File: src/rtl/booth_pkg.sv
package booth_pkg;

    typedef enum logic [1:0] {
        ST_IDLE = 2'd0,
        ST_STEP = 2'd1,
        ST_DONE = 2'd2
    } booth_state_t;

    typedef enum logic [1:0] {
        OP_NONE = 2'd0,
        OP_ADD  = 2'd1,
        OP_SUB  = 2'd2
    } booth_op_t;

endpackage

File: src/rtl/booth_recode.sv
module booth_recode
    import booth_pkg::*;
(
    input  logic      cur_bit,
    input  logic      prev_bit,
    output booth_op_t op
);

    always_comb begin
        unique case ({cur_bit, prev_bit})
            2'b10:   op = OP_SUB;   // a run of ones begins
            2'b01:   op = OP_ADD;   // a run of ones has ended
            default: op = OP_NONE;  // inside a run of zeros or of ones
        endcase
    end

endmodule

File: src/rtl/booth_addsub.sv
module booth_addsub
    import booth_pkg::*;
#(
    parameter int WIDTH = 32
) (
    input  logic [WIDTH:0]   acc,
    input  logic [WIDTH-1:0] operand,
    input  booth_op_t        op,
    output logic [WIDTH:0]   result
);

    localparam int EXT = WIDTH + 1;

    logic [EXT-1:0] operand_ext;

    assign operand_ext = {operand[WIDTH-1], operand};

    always_comb begin
        unique case (op)
            OP_ADD:  result = acc + operand_ext;
            OP_SUB:  result = acc - operand_ext;
            default: result = acc;
        endcase
    end

endmodule

File: src/rtl/booth_ctrl.sv
module booth_ctrl
    import booth_pkg::*;
#(
    parameter int WIDTH = 32
) (
    input  logic clk,
    input  logic rst_n,
    input  logic start,
    output logic load,
    output logic step,
    output logic busy,
    output logic done
);

    localparam int CW = $clog2(WIDTH + 1);
    localparam logic [CW-1:0] LAST = CW'(WIDTH - 1);

    booth_state_t state_q, state_d;
    logic [CW-1:0] count_q;

    // state register
    always_ff @(posedge clk) begin
        if (!rst_n) state_q <= ST_IDLE;
        else        state_q <= state_d;
    end

    // next-state logic: launch, keep, last-bit, retire
    always_comb begin
        state_d = state_q;
        unique case (state_q)
            ST_IDLE: if (start) state_d = ST_STEP;
            ST_STEP: if (count_q == LAST) state_d = ST_DONE;
            ST_DONE: state_d = ST_IDLE;
            default: state_d = ST_IDLE;
        endcase
    end

    // step counter
    always_ff @(posedge clk) begin
        if (!rst_n)     count_q <= '0;
        else if (load)  count_q <= '0;
        else if (step)  count_q <= count_q + 1'b1;
    end

    // outputs
    always_comb begin
        load = 1'b0;
        step = 1'b0;
        busy = 1'b0;
        done = 1'b0;
        unique case (state_q)
            ST_IDLE: load = start;
            ST_STEP: begin
                step = 1'b1;
                busy = 1'b1;
            end
            ST_DONE: begin
                busy = 1'b1;
                done = 1'b1;
            end
            default: ;
        endcase
    end

    assert_done_pulse_R4: assert property (@(posedge clk) disable iff (!rst_n)
        done |=> !done);

    assert_count_range_R4: assert property (@(posedge clk) disable iff (!rst_n)
        step |-> (count_q <= LAST));

    assert_retire_R5: assert property (@(posedge clk) disable iff (!rst_n)
        done |=> !busy);

    assert_no_restart_R6: assert property (@(posedge clk) disable iff (!rst_n)
        (step && count_q != LAST) |=> (step && count_q == $past(count_q) + 1'b1));

endmodule

File: src/rtl/booth_seq_mult.sv
module booth_seq_mult
    import booth_pkg::*;
#(
    parameter int WIDTH = 32
) (
    input  logic             clk,
    input  logic             rst_n,
    input  logic             start,
    input  logic [WIDTH-1:0] mcand,
    input  logic [WIDTH-1:0] mplier,
    output logic             busy,
    output logic             done,
    output logic [WIDTH-1:0] prod_hi,
    output logic [WIDTH-1:0] prod_lo
);

    localparam int HW = WIDTH + 1;

    logic             load, step;
    logic [HW-1:0]    acc_q;      // upper half with one guard bit
    logic [WIDTH-1:0] low_q;      // multiplier, then low product bits
    logic             ext_q;      // bit shifted out on the previous step
    logic [WIDTH-1:0] mcand_q;
    logic [HW-1:0]    acc_next;
    booth_op_t        op;

    booth_ctrl #(.WIDTH(WIDTH)) u_ctrl (
        .clk   (clk),
        .rst_n (rst_n),
        .start (start),
        .load  (load),
        .step  (step),
        .busy  (busy),
        .done  (done)
    );

    booth_recode u_recode (
        .cur_bit  (low_q[0]),
        .prev_bit (ext_q),
        .op       (op)
    );

    booth_addsub #(.WIDTH(WIDTH)) u_addsub (
        .acc     (acc_q),
        .operand (mcand_q),
        .op      (op),
        .result  (acc_next)
    );

    always_ff @(posedge clk) begin
        if (!rst_n) begin
            acc_q   <= '0;
            low_q   <= '0;
            ext_q   <= 1'b0;
            mcand_q <= '0;
        end else if (load) begin
            acc_q   <= '0;
            low_q   <= mplier;
            ext_q   <= 1'b0;
            mcand_q <= mcand;
        end else if (step) begin
            {acc_q, low_q, ext_q} <= {acc_next[WIDTH], acc_next, low_q};
        end
    end

    assign prod_hi = acc_q[WIDTH-1:0];
    assign prod_lo = low_q;

    assert_nop_shift_R10: assert property (@(posedge clk) disable iff (!rst_n)
        (step && op == OP_NONE) |=> acc_q == {$past(acc_q[WIDTH]), $past(acc_q[WIDTH:1])});

    assert_operands_latched_R7: assert property (@(posedge clk) disable iff (!rst_n)
        !load |=> $stable(mcand_q));

    assert_idle_hold_R8: assert property (@(posedge clk) disable iff (!rst_n)
        (!busy && !start) |=> ($stable(prod_hi) && $stable(prod_lo)));

    assert_guard_bit_R3: assert property (@(posedge clk) disable iff (!rst_n)
        done |-> (acc_q[WIDTH] == acc_q[WIDTH-1]));

endmodule

File: config.mk
export PLATFORM = sky130hd
export DESIGN_NAME = booth_seq_mult
export DESIGN_NICKNAME = d
export VERILOG_FILES = /design/src/rtl/booth_pkg.sv /design/src/rtl/booth_recode.sv /design/src/rtl/booth_addsub.sv /design/src/rtl/booth_ctrl.sv /design/src/rtl/booth_seq_mult.sv
export SDC_FILE = /design/constraint.sdc
export NUM_CORES = 1
export LEC_CHECK = 0
export ABC_CLOCK_PERIOD_IN_PS = 7400
export BUFFER_PORTS_ARGS = -buffer_cell sky130_fd_sc_hd__buf_2
export CAP_MARGIN = 5
export CORE_UTILIZATION = 31
export CTS_CLUSTER_SIZE = 12
export DETAILED_ROUTE_END_ITERATION = 10
export HOLD_SLACK_MARGIN = 0.1
export PLACE_DENSITY = 0.61
export SYNTH_ARGS = -nofsm -noshare
export SYNTH_HDL_FRONTEND = slang
export SYNTH_SLANG_ARGS = --single-unit
File: constraint.sdc
create_clock -name clk -period 7.4 [get_ports clk]
set_input_delay 1.48 -clock clk [delete_from_list [all_inputs] [get_ports clk]]
set_output_delay 1.48 -clock clk [all_outputs]
set_load 0.005 [all_outputs]
**Word level (Yosys, flattened, before mapping)**

Cells that the tools add are included.
W data, S select, Z words.

- Output and inout port bits: 66
- Word-level logic and storage cells: 35
- Bits in registers: 105

- Add/subtract/negate cells: 3
- Reduce and logical (&&, ||, !) cells: 5
- Eq/ne operators: 9
- Bitwise gates (word level): 1
- Mux-type cells: 11

Operators by type and width:

| operator | count |
|---|---|
| $pmux W33 S2 | 1 |
| $mux W32 | 2 |
| $add A32 B32 Y33 | 1 |
| $sub A32 B32 Y33 | 1 |
| $pmux W2 S2 | 2 |
| $add A6 B1 Y6 const B | 1 |
| $eq A2 B1 Y1 const B | 3 |
| $eq A2 B2 Y1 const B | 3 |
| $eq A6 B5 Y1 const B | 1 |
| $mux W1 | 4 |
| $mux W2 | 2 |
| $reduce_or A2 Y1 | 2 |
| $logic_not A2 Y1 | 1 |
| $ne A2 B1 Y1 const B | 1 |
| $ne A2 B2 Y1 const B | 1 |
| $reduce_and A2 Y1 | 1 |
| $reduce_bool A2 Y1 | 1 |
| $not A1 Y1 | 1 |

**Logic depth before layout (Yosys ltp)**

Gate-level depths: netlist (run 1).

- Word-level depth: 6
- Gate-level depth with buffers: 18
- Mapped depth without buffers: 17

**By module**

Synthesis (run 1) repeated with hierarchy kept, for this count alone.

- Cells, all modules: 848
- Area, all modules: 7395.8 µm²

By module, submodules not included:

| module | seq. area each (µm²) | area each (µm²) | times used | cells an instance |
|---|---|---|---|---|
| booth_seq_mult | 1941.9 | 4032.6 | 1 | 353 |
| booth_addsub | 0.0 | 2916.5 | 1 | 450 |
| booth_ctrl | 160.2 | 431.7 | 1 | 43 |
| booth_recode | 0.0 | 15.0 | 1 | 2 |

**Worst setup path after synthesis (run 1)**

No wires, ideal clock.

- Path kind: reg-to-reg
- From: reg mcand_q[7]
- To: reg, netlist name acc_q[31]
- Cell stages (with the launch flop): 18
- Data arrival time: 3.795 ns
- Setup slack: 3.481 ns
- Buffers on the path: 1
- Setup time: 0.124 ns
- Cell sequence: dfxtp_1 > or4_4 > nor3_4 > nand2_2 > or3_4 > or3_4 > nor2b_1 > xnor2_1 > ha_1 > clkbuf_1 > nand2_1 > o21bai_1 > nor3_1 > o211ai_1 > nand2_1 > o211ai_1 > mux2i_1 > nand3_1

- Word-level cells in the longest chain between the ends: 2
- Elaborated cells on any way between the ends: 3
- Classes of those cells: add/sub: 2; mux: 1

RTL lines:

| what | line | RTL |
|---|---|---|
| from (decl) | booth_seq_mult.sv:23 | `logic [WIDTH-1:0] mcand_q;` |
| from (signal assigned) | booth_seq_mult.sv:60 | `mcand_q <= mcand;` |
| $sub A32 B32 Y33 / $add A32 B32 Y33 (equally long branches) | booth_addsub.sv:21, booth_addsub.sv:20 |  |
| $pmux W33 S2 * | booth_addsub.sv:19 | `unique case (op)` |

Mark *: on every way between the ends. The rest lies on a longest branch, timed or not.
A chain may end at the register's enable or synchronous reset.

**Worst setup path after layout (run 1)**

- From: reg mcand_q[2]
- To: reg acc_q[27]

- Word-level cells in the longest chain between the ends: 2
- Elaborated cells on any way between the ends: 3
- Classes of those cells: add/sub: 2; mux: 1

RTL lines:

| what | line | RTL |
|---|---|---|
| $sub A32 B32 Y33 / $add A32 B32 Y33 (equally long branches) | booth_addsub.sv:21, booth_addsub.sv:20 |  |
| $pmux W33 S2 * | booth_addsub.sv:19 |  |
| to (signal assigned) | booth_seq_mult.sv:62 | `{acc_q, low_q, ext_q} <= {acc_next[WIDTH], acc_next, low_q};` |
| to (decl) | booth_seq_mult.sv:20 | `logic [HW-1:0] acc_q;` |

Marked as above.

==> impl_metrics.csv, run 1 <==
group,metric,value,unit
timing,slew_viol_final,0,
timing,max_freq,234,MHz
timing,worst_pin_slew,0.998,ns
grt,grt_max_degree,69,
synth,synth_warnings,0,
run,max-cap-violations,0,
route,detail_route.first_pass.iterations,10,
timing,hold_viol,0,
hold_path,hp-class,"reg2reg",
grt,grt_overflow,0,
placed_design,io_buffers,132,
clock_tree,max-clock-path-buffers,2,
synth,netlist_top_cells_area,"dfxtp_1, nand2_1, ha_1",
hold_path,worstHoldStart,"u_ctrl.count_q[5]",
synth,syn-num-nets,976,
worst_setup_path,critPathRequiredTime,7.69,ns
clock_tree,clkLatencyLatePin,0.36,ns
synth,synth_commonest_cells,"nand2_1, dfxtp_1, nor2_1",
timing,setup_viol,0,
cells_and_area,area_growth,17.0,%
worst_setup_path,critical_path.startpoint_type,"register",
pwr,p_leak,3.78,nW
floorplan,die_height,152,um
floorplan,dieArea,0.0232,sq mm
worst_setup_path,crit_arrival,4.56,ns
route,drt-initial-drc-count,323,
clock_tree,h-tree-depth,3,
route,num_vias,6319,
route,wl_per_cell,14.7,um
cells_and_area,final_layout_size_suffix_gt1_frac,0.176,
synth,synth_ff_type,"dfxtp_1",
clock_tree,cts_made_buffers,9,
synth,postSynthAreaPerCell,8.05,sq um
placed_design,routabilityCongestion,0.899,
clock_tree,cts_tree,"built",
cells_and_area,design_area,0.00818,sq mm
floorplan,start_util,0.319,
synth,netlist.area_leader.share,0.301,
clock_tree,postCtsSetupBuffers,0,
worst_setup_path,critical_path_class,"reg2reg",
synth,ys_types,57,
floorplan,rows,54,
synth,synth_async_sr_flop_share,0,
timing,period_needed,4.27,ns
timing,post-route-period-util,0.576,
route,drt_wl_total,18.4,mm
worst_setup_path,r2r_start,"mcand_q[2]",
cells_and_area,fillCellCount,2283,
synth,synth.cell_area,0.00699,sq mm
cells_and_area,multiInputGateArea,0.00464,sq mm
worst_setup_path,end_kind,"register",
route,viasPerCell,5.06,
timing,skew,0.0125,ns
route,drcViolationCount,10,
placed_design,place_ws,3.16,ns
grt,grt_use_total,0.159,
grt,grt_pass1_wl,30.2,mm
pwr,total_power,2.00,mW
timing,layout_setup_ws,3.13,ns
floorplan,die_width,152,um
synth,ys_seq_area_frac,0.301,
synth,yosysTopAreaCell,"dfxtp_1",
synth,yosysMostFrequentCell,"nand2_1",
clock_tree,cts_resized,0,
cells_and_area,num-nets-final,1069,
synth,ys_ff_latch,105,
worst_setup_path,cp-startpoint,"mcand_q[2]",
clock_tree,clkSinkCount,105,
placed_design,hpwl,13.8,mm
route,antenna_left,0,
status,outcome,"finished with violations",
timing,setup_tns,0,ns
synth,synth_enable_flop_cells,0,
status,failed_checks,"DRC",
timing,relSlewSlack,0.335,
cells_and_area,seq_area,0.00210,sq mm
timing,fin_hold_ws,0.484,ns
clock_tree,clkTransAtPathRegs,0.08,ns
grt,antenna_found_initial,5,
pwr,peakVddDrop,0.142,mV
pwr,power_density,244,mW/mm^2
placed_design,dpl-instance-area,0.00786,sq mm
floorplan,ios,133,
clock_tree,cts_hold_buffers,0,
synth,netlist_instances,869,
floorplan,core,0.0220,sq mm
worst_setup_path,crit_path_max_fanout,9,
grt,grt_pass1_vias,5908,
timing,rsz0062_at_grt,"no",
clock_tree,clockRootBuffer,"clkbuf_16",
cell usage in the layout, fill, tap and decap left out, types with 4 or more instances in the layout:
cell	Yosys	layout
nand2b_1	8	8
nor4_1	7	7
nor3_1	13	13
and2_1	4	4
dfxtp_1	105	105
nor3b_1	5	5
o21ai_0	44	44
ha_1	39	37
buf_2	1	132
clkbuf_16	0	9
inv_1	15	15
nand3_1	14	14
nor2b_1	9	9
o211a_1	38	38
a21o_1	14	14
a21oi_1	57	57
xnor2_1	49	49
and3_1	6	6
nand2_1	146	145
mux2i_1	48	48
o211ai_1	17	17
xor2_1	13	13
a31oi_1	11	11
a21boi_0	34	34
nand4_1	7	7
buf_4	1	6
nor2_1	59	59
a211oi_1	7	7
a41oi_1	5	5
metal layers:
metal | track usage | vias up | part of all wire
met5 | 0 | - | 0.00065
met4 | 0.0520 | 2 | 0.012
met3 | 0.0381 | 18 | 0.065
met2 | 0.249 | 157 | 0.43
met1 | 0.215 | 2853 | 0.49
li1 | - | 3289 | -
logic make-up (layout without fill, tap and decap cells):
| family | count (synthesis) | in the layout | synth area share |
|---|---|---|---|
| simple gates | 301 | 301 | 0.204 |
| fa+ha+maj | 40 | 40 | 0.0726 |
| other cells | 0 | 3 | 0 |
| compound gates | 242 | 242 | 0.238 |
| flops | 105 | 105 | 0.301 |
| mux | 48 | 48 | 0.0687 |
| buf+inv | 71 | 169 | 0.0388 |
| xor+xnor | 62 | 62 | 0.0776 |
flip-flops by register name, summed over array words and instances, names as in the netlist:
signal and count:
prod_lo 32, mcand_q 32, u_ctrl.state_q 2, ext_q 1, acc_q 32, u_ctrl.count_q 6
stage by stage:
stage,instances,util
CTS,1247,0.372
global route,1247,0.372
detailed placement,1231,0.358
finish,1250,0.373
floorplan,869,-
global placement,1231,0.358
power breakdown:
part	switching, mW	total, mW	internal, mW
Combinational	0.459	0.804	0.345
Sequential	0.0587	0.679	0.620
Clock	0.243	0.517	0.274
critical path, stage by stage, from the launching register on:
cell,delay (ns)
dfxtp_1,0.35
nor3_1,0.43
nor4b_4,0.42
nand2_2,0.11
or3_4,0.39
or3_4,0.39
nor2_4,0.13
a21oi_1,0.09
xnor2_1,0.16
ha_1,0.38
a21o_1,0.20
a21o_1,0.20
nor3_1,0.18
o211ai_1,0.14
a31oi_1,0.24
xnor2_1,0.14
mux2i_1,0.09
a21oi_1,0.15
cell type report:
class,count,area share
multi-input combinational,693,0.568
sequential,105,0.257
antenna,3,0.000918
clock buffer,9,0.0275
timing repair buffer,138,0.0863
inverter,15,0.00688
tap,280,0.0428
clock inverter,7,0.0110
worst paths after layout:
path | slack (ns) | to | cells after the start
setup / recovery | 3.13 | acc_q[27] | 17
hold / removal | 0.48 | u_ctrl.count_q[5] | 2
setup reg to reg | 3.13 | acc_q[27] | 17
hold reg to reg | 0.48 | u_ctrl.count_q[5] | 2
No activity file was read; power rests on OpenSTA's default activity.
==> inputs of run 2 (changes only) <==
--- a/config.mk
+++ b/config.mk
@@ -5,14 +5,15 @@
 export SDC_FILE = /design/constraint.sdc
 export NUM_CORES = 1
 export LEC_CHECK = 0
-export ABC_CLOCK_PERIOD_IN_PS = 7400
+export ABC_AREA = 1
+export ABC_CLOCK_PERIOD_IN_PS = 3600
 export BUFFER_PORTS_ARGS = -buffer_cell sky130_fd_sc_hd__buf_2
 export CAP_MARGIN = 5
 export CORE_UTILIZATION = 31
 export CTS_CLUSTER_SIZE = 12
 export DETAILED_ROUTE_END_ITERATION = 10
 export HOLD_SLACK_MARGIN = 0.1
-export PLACE_DENSITY = 0.61
+export PLACE_DENSITY = 0.62
 export SYNTH_ARGS = -nofsm -noshare
 export SYNTH_HDL_FRONTEND = slang
 export SYNTH_SLANG_ARGS = --single-unit
==> constraint.sdc (replaced) <==
create_clock -name clk -period 3.6 [get_ports clk]
set_input_delay 0.72 -clock clk [delete_from_list [all_inputs] [get_ports clk]]
set_output_delay 0.72 -clock clk [all_outputs]
set_load 0.005 [all_outputs]
==> run 2 against run 1 <==
The run now ends clean. Final area increased by 8.6%. First-iteration DRC count up 30%. Clock skew down 0.0026 ns. Clock power grew 110%. Highest routed layer unchanged. Cell count grew 36%. Area after synthesis is 8.5% higher. Setup slack got worse by 2.7 ns. Die area up 8.4%.
==> impl_metrics.csv, run 2 <==
group,metric,value,unit
worst_setup_path,critical_path_class,"reg2reg",
worst_setup_path,rr_endpoint,"acc_q[26]",
floorplan,die_width,158,um
grt,grt_overflow,0,
route,num_vias,7874,
hold_path,hold_depth,2,
placed_design,place_ws,0.419,ns
clock_tree,clkSinkCount,105,
cells_and_area,area_growth,17.1,%
synth,netlist_top_cells_area,"dfxtp_1, nand2_1, inv_1",
placed_design,hpwl,17.5,mm
route,drt_wl_total,22.4,mm
cells_and_area,postLayoutCoreUtil,0.374,
timing,max_freq,315,MHz
pwr,p_leak,4.63,nW
clock_tree,postCtsSetupBuffers,0,
placed_design,dpl-instance-area,0.00856,sq mm
clock_tree,cts_tree,"built",
cells_and_area,design_area,0.00888,sq mm
clock_tree,clockRootBuffer,"clkbuf_16",
timing,relSlewSlack,0.385,
cells_and_area,final_cell_mix,"nand2_1, inv_1, nor2_1",
floorplan,start_util,0.319,
synth,synth_ff_type,"dfxtp_1",
cells_and_area,final_layout_size_suffix_gt1_frac,0.128,
cells_and_area,fillCellCount,2610,
grt,grt_use_total,0.181,
floorplan,rows,56,
timing,worst_pin_slew,0.921,ns
synth,synth_warnings,0,
synth,ys_seq_area_frac,0.277,
synth,yosysTopAreaCell,"dfxtp_1",
pwr,peakVddDrop,0.367,mV
worst_setup_path,critical_path.startpoint_type,"register",
route,detail_route.first_pass.iterations,5,
route,viasPerCell,4.62,
timing,fin_hold_ws,0.470,ns
hold_path,hp-class,"reg2reg",
grt,grt_pass1_wl,35.8,mm
timing,rsz0062_at_grt,"no",
synth,synth_commonest_cells,"nand2_1, inv_1, nor2_1",
worst_setup_path,crit_path_max_fanout,5,
synth,postSynthAreaPerCell,5.98,sq um
grt,grt_max_degree,59,
hold_path,worstHoldStart,"ext_q",
route,drt-initial-drc-count,421,
route,drcViolationCount,0,
pwr,power_density,683,mW/mm^2
worst_setup_path,crit_arrival,3.42,ns
clock_tree,h-tree-depth,3,
grt,antenna_found_initial,3,
synth,syn-num-nets,1375,
clock_tree,cts_resized,0,
route,wl_per_cell,13.1,um
clock_tree,cts_made_buffers,9,
hold_path,hold_end,"ext_q",
timing,skew,0.00995,ns
synth,ys_ff_latch,105,
timing,slew_viol_final,0,
worst_setup_path,critPathRequiredTime,3.84,ns
clock_tree,cts_hold_buffers,0,
synth,ys_types,39,
cells_and_area,num-nets-final,1488,
status,outcome,"completed",
worst_setup_path,r2r_slack,0.42,ns
floorplan,die_height,158,um
timing,period_needed,3.18,ns
clock_tree,max-clock-path-buffers,2,
placed_design,routabilityCongestion,0.930,
cells_and_area,final_common_cell,"nand2_1",
floorplan,dieArea,0.0251,sq mm
floorplan,ios,133,
placed_design,io_buffers,132,
synth,netlist_instances,1268,
timing,setup_viol,0,
worst_setup_path,reg2reg_depth,22,
worst_setup_path,end_kind,"register",
worst_setup_path,r2r_start,"mcand_q[0]",
grt,grt_pass1_vias,7136,
synth,yosysMostFrequentCell,"nand2_1",
clock_tree,clkLatencyLatePin,0.37,ns
synth,synth.cell_area,0.00759,sq mm
timing,post-route-period-util,0.882,
timing,hold_viol,0,
synth,synth_enable_flop_cells,0,
route,antenna_left,0,
synth,netlist.area_leader.share,0.277,
timing,layout_setup_ws,0.424,ns
synth,synth_async_sr_flop_share,0,
timing,setup_tns,0,ns
floorplan,core,0.0238,sq mm
run,max-cap-violations,0,
clock_tree,clkTransAtPathRegs,0.09,ns
run 2: changes by cell type in the layout (fill, tap and decap cells not counted), sizes merged, moves of 38 or more:
cell	change
inv	+168
a21oi	+38
nand2	+255
mux2i	-48
nor2	+118
o211a	-38
run 2: worst max-delay path, stage by stage (launching register included):
cell     delay, ns
dfxtp_1       0.32
inv_1         0.11
ha_1          0.18
nand2_1       0.12
inv_1         0.11
nand3_2       0.14
nor3_4        0.22
nor2_1        0.11
a21oi_1       0.16
xor2_1        0.28
ha_1          0.34
nand2_1       0.13
inv_1         0.06
nand2_1       0.06
nand3_1       0.06
nand2_1       0.06
nand2_1       0.06
a21oi_1       0.17
nand2_1       0.07
nand2_1       0.06
nand3_1       0.10
nand2_1       0.08
a21oi_1       0.06
run 2: power by group:
| group | leakage (nW) | internal (mW) | total, mW | switching, mW |
|---|---|---|---|---|
| sequential | 0.859 | 1.40 | 1.67 | 0.264 |
| combinational | 3.61 | 1.17 | 3.34 | 2.17 |
| clock | 0.155 | 0.506 | 1.06 | 0.558 |
run 2: cells by family (layout without fill, tap and decap cells):
group	Yosys count	count (layout)	synth area share
AOI/OAI and AO/OA	196	196	0.143
xor gates and xnor gates	43	43	0.0496
adders and majority gates	40	40	0.0669
buffers and inverters	232	350	0.118
DFF	105	105	0.277
other	0	1	0
and+or+nand+nor	652	652	0.346
run 2: per-stage QoR:
step                      std cells  power, mW
after floorplan                1268       4.09
after global placement         1689       4.99
after detailed placement       1689       5.02
after CTS                      1705       6.10
after global routing           1705       6.60
final                          1706       6.07
run 2: final cells by class:
| cell class | instances | area, sq um | share of cell area |
|---|---|---|---|
| Antenna cell | 1 | 2.50 | 0.000282 |
| Clock buffer | 9 | 225 | 0.0254 |
| Clock inverter | 7 | 96.3 | 0.0108 |
| Inverter | 190 | 713 | 0.0803 |
| Multi-Input combinational cell | 931 | 4590 | 0.517 |
| Sequential cell | 105 | 2100 | 0.237 |
| Tap cell | 319 | 399 | 0.0449 |
| Timing Repair Buffer | 144 | 751 | 0.0845 |
run 2: worst max-delay path by stage:
| stage | startpoint | end | cells past startpoint |
|---|---|---|---|
| after floorplan | ext_q | acc_q[31] | 21 |
| after global placement | prod_lo[0] | acc_q[26] | 15 |
| after detailed placement | prod_lo[0] | acc_q[26] | 15 |
| after CTS | prod_lo[0] | acc_q[26] | 15 |
| after global routing | prod_lo[0] | acc_q[26] | 15 |
| final | mcand_q[0] | acc_q[26] | 22 |
run 2: per-layer routing:
metal	wire (um)	track usage	share of wire
met3	1490	0.0400	0.067
met2	9350	0.280	0.42
met4	275	0.0453	0.012
met5	27	0	0.0012
met1	11200	0.252	0.50
